--- src/rtl/hzd_pkg.sv ---
package hzd_pkg;
  // Width of a register number in the register file.
  localparam int unsigned REG_AW_DEF = 5;
  // Number of source operands a decoded instruction may read.
  localparam int unsigned NSRC_DEF   = 2;

  // Per-cycle directives to the front of the pipeline.
  typedef struct packed {
    logic pc_en;
    logic ifid_en;
    logic idex_zero_ctl;
    logic ifid_flush;
  } hzd_dir_t;
endpackage

--- src/rtl/hzd_load_use_det.sv ---
module hzd_load_use_det #(
  parameter int unsigned REG_AW = 5,
  parameter int unsigned NSRC   = 2
) (
  input  logic                         ex_mem_rd,
  input  logic [REG_AW-1:0]            ex_rt,
  input  logic [NSRC-1:0][REG_AW-1:0]  id_src,
  output logic                         hit
);
  localparam logic [REG_AW-1:0] ZERO_REG = '0;

  logic [NSRC-1:0] src_match;
  logic            dst_live;

  // Register zero is hard-wired, so a load targeting it carries no data.
  assign dst_live = ex_mem_rd && (ex_rt != ZERO_REG);

  for (genvar s = 0; s < NSRC; s++) begin : g_src
    assign src_match[s] = (id_src[s] == ex_rt);
  end

  assign hit = dst_live && (|src_match);
endmodule

--- src/rtl/hzd_dir_gen.sv ---
module hzd_dir_gen
  import hzd_pkg::*;
(
  input  logic     stall_req,
  input  logic     br_taken,
  output hzd_dir_t dir
);
  always_comb begin
    dir = '{pc_en: 1'b1, ifid_en: 1'b1, idex_zero_ctl: 1'b0, ifid_flush: 1'b0};
    if (stall_req) begin
      // Hold fetch and decode, push a bubble; the branch waits in decode.
      dir.pc_en         = 1'b0;
      dir.ifid_en       = 1'b0;
      dir.idex_zero_ctl = 1'b1;
    end else if (br_taken) begin
      // Squash the fall-through instruction fetched behind the branch.
      dir.ifid_flush    = 1'b1;
    end
  end
endmodule

--- src/rtl/hzd_ctrl.sv ---
module hzd_ctrl
  import hzd_pkg::*;
#(
  parameter int unsigned REG_AW = REG_AW_DEF
) (
  input  logic              ex_mem_rd,
  input  logic [REG_AW-1:0] ex_rt,
  input  logic [REG_AW-1:0] id_rs,
  input  logic [REG_AW-1:0] id_rt,
  input  logic              id_br_taken,
  output logic              pc_en,
  output logic              ifid_en,
  output logic              idex_zero_ctl,
  output logic              ifid_flush
);
  localparam int unsigned NSRC = NSRC_DEF;

  logic [NSRC-1:0][REG_AW-1:0] srcs;
  logic                        lu_hit;
  hzd_dir_t                    dir;

  assign srcs[0] = id_rs;
  assign srcs[1] = id_rt;

  hzd_load_use_det #(.REG_AW(REG_AW), .NSRC(NSRC)) u_det (
    .ex_mem_rd (ex_mem_rd),
    .ex_rt     (ex_rt),
    .id_src    (srcs),
    .hit       (lu_hit)
  );

  hzd_dir_gen u_dir (
    .stall_req (lu_hit),
    .br_taken  (id_br_taken),
    .dir       (dir)
  );

  assign pc_en         = dir.pc_en;
  assign ifid_en       = dir.ifid_en;
  assign idex_zero_ctl = dir.idex_zero_ctl;
  assign ifid_flush    = dir.ifid_flush;
endmodule

--- config.mk ---
export PLATFORM = sky130hd
export DESIGN_NAME = hzd_ctrl
export DESIGN_NICKNAME = d
export VERILOG_FILES = /design/src/rtl/hzd_pkg.sv /design/src/rtl/hzd_load_use_det.sv /design/src/rtl/hzd_dir_gen.sv /design/src/rtl/hzd_ctrl.sv
export SDC_FILE = /design/constraint.sdc
export NUM_CORES = 1
export LEC_CHECK = 0
export BUFFER_PORTS_ARGS = -buffer_cell sky130_fd_sc_hd__buf_2
export CORE_AREA = 3 3 40 42
export DETAILED_ROUTE_END_ITERATION = 12
export DIE_AREA = 0 0 43 45
export PLACE_DENSITY_LB_ADDON = 0.2
export SLEW_MARGIN = 20
export SYNTH_ARGS = -nofsm -noshare
export SYNTH_HDL_FRONTEND = slang
export SYNTH_SLANG_ARGS = --single-unit
--- constraint.sdc ---
create_clock -name vclk -period 1.47
set_input_delay 0.0735 -clock vclk [all_inputs]
set_output_delay 0.0735 -clock vclk [all_outputs]
set_load 0.01 [all_outputs]
==> results by group, run 1 <==
Detailed routing
  • Routed WL: 482 um
  • DRC: 0
  • Via count: 213
  • Starting DRT DRC Count: 2
  • DRT Pass-1 Iters: 4
  • Post-route ant nets: 0
  • Routed len/inst: 8.310 um
  • Via density: 3.672

STA
  • RSZ-0062 raised after global routing: no
  • Final TNS setup: 0 ns
  • WHS: 0.4304 ns
  • Max Fclk: 0.9694 GHz
  • Min Tclk post-route: 1.032 ns
  • Fin crit share: 0.7018
  • Worst-margin pin slew: 0.1701 ns
  • Hold Vio Cnt, Final: 0
  • Slew headroom: 0.8866
  • Final setup viols: 0
  • Slew Limit Fails: 0

Placed design
  • Placed insts: 58
  • GP Congestion: 0.6074
  • IO buf count: 21

Die
  • Die ar.: 1935 um2
  • Row count: 13
  • Core area: 1285 um2
  • Die Height: 45 um
  • Die X: 43 um
  • Initial Util: 0.1237
  • I/O pin cnt: 21

Layout
  • Seq cells: 0
  • Layout cells sized above 1: 0.5116
  • Clock Buffer Count: 0
  • Non-filler instance count after layout: 58
  • Reg area: 0 um2
  • Most frequent cells in the layout: 21 x buf_2, 10 x xnor2_1, 3 x nand3_1, 3 x nand2_1
  • Final net count: 62
  • ANT cells: 0
  • Synth-to-Final Area Change: 73.23%
  • Leading cell type in the layout, fill and taps excluded: buf_2

Hold path
  • Hold worst-path end: ifid_flush
  • WHS Path Cells: 3
  • Type of the most critical hold path: input pin to output port
  • HP Start: ex_mem_rd

Pwr
  • Lkg Pwr: 0.1265 nW
  • Net switching power: 0.00003344 W
  • Power share of the combinational group: 1.000
  • Worst vdd ir: 0.09803 mV
  • Cell Int Power: 0.00004366 W
  • Net Sw Frac: 0.4337
  • Clock share of power: 0
  • Pwr Density: 280.1 nW/um2
  • Seq pwr share: 0

Setup path
  • Nature of the critical path startpoint: input pin
  • Worst endpoint required time: 1.40 ns
  • Crit. End Element: output port
  • Crit path DAT: 0.96 ns
  • Worst path cell trace: buf_2, xnor2_1, nand3_1, o22ai_2, and3_1, buf_2
  • Most frequent CP cell: buf_2
  • Crit Path Category: input pin to output port
  • Critical path fanouts, max: 3
  • CP max-delay cell: o22ai_2
  • CP max stage delay: 0.21 ns

Run status
  • Status: completed

Logic synthesis
  • Mapped Nets: 40
  • Sequential area share after synthesis: 0
  • Synth unique cells: 10
  • Avg Cell Area, Syn: 6.909 um2
  • Mapped Area: 158.9 um2
  • Cells after Synth: 23
  • Synth warn: 0

Global routing
  • Vias in the first global route: 170
  • First-pass GRT wire length: 710 um
  • Overflow after GRT: 0
  • Largest net degree at the start of global routing: 4
  • GRT Total Usage: 0.04561
  • Initial antenna violation count: 0

CTS
  • Post-CTS sizing: 0
  • Setup Buffers After CTS: 0
  • Hold_buf cts: 0

Flow run
  • Max_cap viols: 0
[layer usage]
| layer | up-vias | GRT usage | part of all wire |
|---|---|---|---|
| met1 | 81 | 0.06667 | 0.44 |
| li1 | 116 | - | - |
| met3 | 0 | 0.01195 | 0.22 |
| met4 | 0 | 0 | 0 |
| met2 | 16 | 0.07186 | 0.34 |
| met5 | - | 0 | 0 |
[stage by stage]
step                      area (um2)    util  setup WS [ns]   power (W)
final                          275.3  0.2142         0.4384  0.00007710
after global routing           275.3  0.2142         0.3248  0.00008498
after CTS                      275.3  0.2142         0.4171  0.00007867
after detailed placement       275.3  0.2142         0.4170  0.00007829
after global placement         275.3  0.2142         0.4060  0.00007879
after floorplan                158.9       -         0.5728  0.00004128
[worst max-delay path, delay by kind of cell]
family,cells,cell delay (ns)
and+or+nand+nor,2,0.28
xor gates and xnor gates,1,0.15
AOI/OAI and AO/OA,1,0.21
buffers and inverters,2,0.25
[how the worst max path moves through the flow]
stage	startpoint	to	cells after the start
floorplan	ex_rt[4]	pc_en	5
global route	ex_rt[3]	idex_zero_ctl	6
finish	ex_rt[0]	idex_zero_ctl	6
global placement	ex_rt[0]	idex_zero_ctl	6
detailed placement	ex_rt[0]	idex_zero_ctl	6
CTS	ex_rt[0]	idex_zero_ctl	6
[power groups by stage]
stage                     Sequential, W  Clock [W]  Combinational [W]
after floorplan                       0          0          0.0000413
after CTS                             0          0          0.0000787
final                                 0          0          0.0000771
after global placement                0          0          0.0000788
after detailed placement              0          0          0.0000783
after global routing                  0          0          0.0000850
[cell type report]
| cell class | count | area (um2) |
|---|---|---|
| fill | 146 | 1010 |
| inverter | 1 | 3.754 |
| multi-input combinational | 21 | 147.6 |
| timing repair buffer | 21 | 105.1 |
| tap | 15 | 18.77 |
[cell usage after synthesis]
library cell / n / area, um2
o22ai_2: 1 / 12.51
a31oi_1: 1 / 6.260
nor3_1: 1 / 5.000
buf_4: 1 / 7.510
nor2_1: 1 / 3.750
nand3_1: 3 / 15.01
and3_1: 1 / 6.260
inv_1: 1 / 3.750
nand2_1: 3 / 11.26
xnor2_1: 10 / 87.58
[kinds of logic (layout without fill, tap and decap cells)]
family	after synthesis	count (layout)	synth area share
AO/OA/AOI/OAI	2	2	0.1181
XOR/XNOR	10	10	0.5512
buffers and inverters	2	22	0.07086
AND/OR/NAND/NOR	9	9	0.2598
Power figures use the tool's default switching activity.
==> inputs of run 2 (changes only) <==
--- a/config.mk
+++ b/config.mk
@@ -5,6 +5,7 @@
 export SDC_FILE = /design/constraint.sdc
 export NUM_CORES = 1
 export LEC_CHECK = 0
+export ABC_AREA = 1
 export BUFFER_PORTS_ARGS = -buffer_cell sky130_fd_sc_hd__buf_2
 export CORE_AREA = 3 3 40 42
 export DETAILED_ROUTE_END_ITERATION = 12
==> constraint.sdc (replaced) <==
create_clock -name vclk -period 0.99
set_input_delay 0.0495 -clock vclk [all_inputs]
set_output_delay 0.0495 -clock vclk [all_outputs]
set_load 0.01 [all_outputs]
==> run 2 against run 1 <==
  * Wire length up 21%
  * Combinational power up 58%
  * Hold slack worse by 0.041 ns
  * First-iteration DRC count increased by 50%
  * Total power is 58% higher
  * Die area unchanged
  * Synthesized cell count grew 130%
  * Cell count is 53% higher
==> results by group, run 2 <==
Detailed routing
  • Starting DRT DRC Count: 3 (+1)
  • Routed WL: 584 um (+21%)
  • Via count: 333 (+56%)
  • Post-route ant nets: 0 (unchanged)
  • Routed len/inst: 6.562 um (-21%)
  • DRC: 0 (unchanged)
  • Via density: 3.742 (+1.9%)
  • DRT Pass-1 Iters: 3 (-1)

STA
  • Worst-margin pin slew: 0.1409 ns (-0.02927 ns)
  • Max Fclk: 1.141 GHz
  • Fin crit share: 0.8851
  • Slew Limit Fails: 0 (unchanged)
  • WHS: 0.3896 ns (-0.04075 ns)
  • Hold Vio Cnt, Final: 0 (unchanged)
  • Min Tclk post-route: 0.8762 ns
  • Final setup viols: 0 (unchanged)
  • Slew headroom: 0.9054 (+0.01884)
  • RSZ-0062 raised after global routing: no
  • Final TNS setup: 0 ns (unchanged)

Logic synthesis
  • Avg Cell Area, Syn: 4.287 um2 (-38%)
  • Mapped Nets: 71 (+78%)
  • Most common cell in the netlist: nand2_1
  • Post-synth top cells: 21 x nand2_1, 11 x inv_1, 6 x nor2_1
  • Cells after Synth: 54 (+130%)
  • Top cells by area, synth: nand2_1 34%, inv_1 18%, nor2_1 9.7%, nand2_2 8.1%, xnor2_1 7.6%
  • Synth warn: 0 (unchanged)
  • Synth unique cells: 12 (+2)
  • Cell accounting for the most synthesized area: nand2_1
  • Mapped Area: 231.5 um2 (+46%)
  • Yosys top cell area share: 0.3405 (-0.2106)
  • Sequential area share after synthesis: 0 (unchanged)

Placed design
  • Final HPWL DP: 558.3 um
  • GP Congestion: 0.7544 (+24%)
  • IO buf count: 21 (unchanged)

Setup path
  • Crit path DAT: 0.83 ns (-0.13 ns)
  • Worst endpoint required time: 0.94 ns (-0.46 ns)
  • Critical path fanouts, max: 3 (unchanged)
  • Nature of the critical path startpoint: input pin
  • Crit. End Element: output port
  • Crit Path Category: input pin to output port

Flow run
  • Max_cap viols: 0 (unchanged)

Global routing
  • Vias in the first global route: 260 (+53%)
  • Initial antenna violation count: 0 (unchanged)
  • First-pass GRT wire length: 945 um (+33%)
  • Largest net degree at the start of global routing: 5 (+1)
  • Overflow after GRT: 0 (unchanged)
  • GRT Total Usage: 0.05804 (+0.01244)

Die
  • Die X: 43 um (unchanged)
  • Die Height: 45 um (unchanged)
  • Die ar.: 1935 um2 (unchanged)
  • Row count: 13 (unchanged)
  • I/O pin cnt: 21 (unchanged)
  • Core area: 1285 um2 (unchanged)
  • Initial Util: 0.1801 (+0.05648)

Hold path
  • Type of the most critical hold path: input pin to output port
  • WHS Path Cells: 4 (+1)

Pwr
  • Final Total Pwr: 0.0001221 W (+58%)
  • Worst vdd ir: 0.09228 mV (-5.9%)
  • Pwr Density: 350.9 nW/um2 (+25%)
  • Lkg Pwr: 0.2545 nW (+100%)

Layout
  • Clock Buffer Count: 0 (unchanged)
  • Core Util, Final: 0.2707 (+0.05648)
  • Final net count: 93 (+50%)
  • Layout cells sized above 1: 0.3784 (-0.1332)
  • Reg area: 0 um2 (unchanged)
  • Seq cells: 0 (unchanged)
  • ANT cells: 0 (unchanged)
  • Synth-to-Final Area Change: 50.27%
  • Most frequent cells in the layout: 21 x nand2_1, 21 x buf_2, 11 x inv_1

CTS
  • Post-CTS sizing: 0 (unchanged)
  • Hold_buf cts: 0 (unchanged)
  • Setup Buffers After CTS: 0 (unchanged)

Run status
  • Status: completed
==> run 2: changes by cell type after synthesis, moves of 3 or more <==
cell and delta:
inv_1 +10, xnor2_1 -8, nand2_2 +3, nor2_1 +5, inv_2 +4, nand2_1 +18
==> run 2: per-layer routing <==
layer	vias up	GRT usage	wire [um]	share of wire
met1	131	0.08333	245	0.42
li1	193	-	-	-
met3	0	0.003984	51	0.087
met4	0	0	0	0
met2	9	0.1018	287	0.49
met5	-	0	0	0
==> run 2: per-stage QoR <==
step / instances / instance area (um2) / worst slack, ns
CTS: 89 / 347.8 / 0.09131
global route: 89 / 347.8 / 0.005295
floorplan: 54 / 231.5 / 0.3061
finish: 89 / 347.8 / 0.1138
detailed placement: 89 / 347.8 / 0.09299
global placement: 89 / 347.8 / 0.1219
==> run 2: critical path, cell delays in order <==
cell	delay, ns
buf_2	0.11
inv_1	0.08
nand4_1	0.08
o21ai_0	0.15
inv_1	0.08
a21oi_1	0.14
buf_2	0.14
==> run 2: kinds of logic after synthesis <==
kind of cell              count (synthesis)  synth area share
AOI/OAI and AO/OA                         2           0.04320
xor gates and xnor gates                  2           0.07569
buffers and inverters                    17            0.2919
and+or+nand+nor                          33            0.5892
==> run 2: where the power goes <==
group	internal [W]	leakage (nW)	total [W]	switching [W]
Sequential	0	0	0	0
Clock	0	0	0	0
Combinational	0.0000581	0.255	0.000122	0.0000640
Total	0.0000581	0.255	0.000122	0.0000640
==> run 2: area by class of cell <==
type / count / area, um2
Multi-Input combinational cell: 37 / 163.9
Timing Repair Buffer: 21 / 105.1
Tap cell: 15 / 18.77
Inverter: 16 / 60.06
Fill cell: 161 / 937.1
==> run 2: worst paths after layout <==
check                        from         end  slack, ns
worst min-delay path  id_br_taken  ifid_flush       0.39
worst max-delay path     ex_rt[1]  ifid_flush       0.11
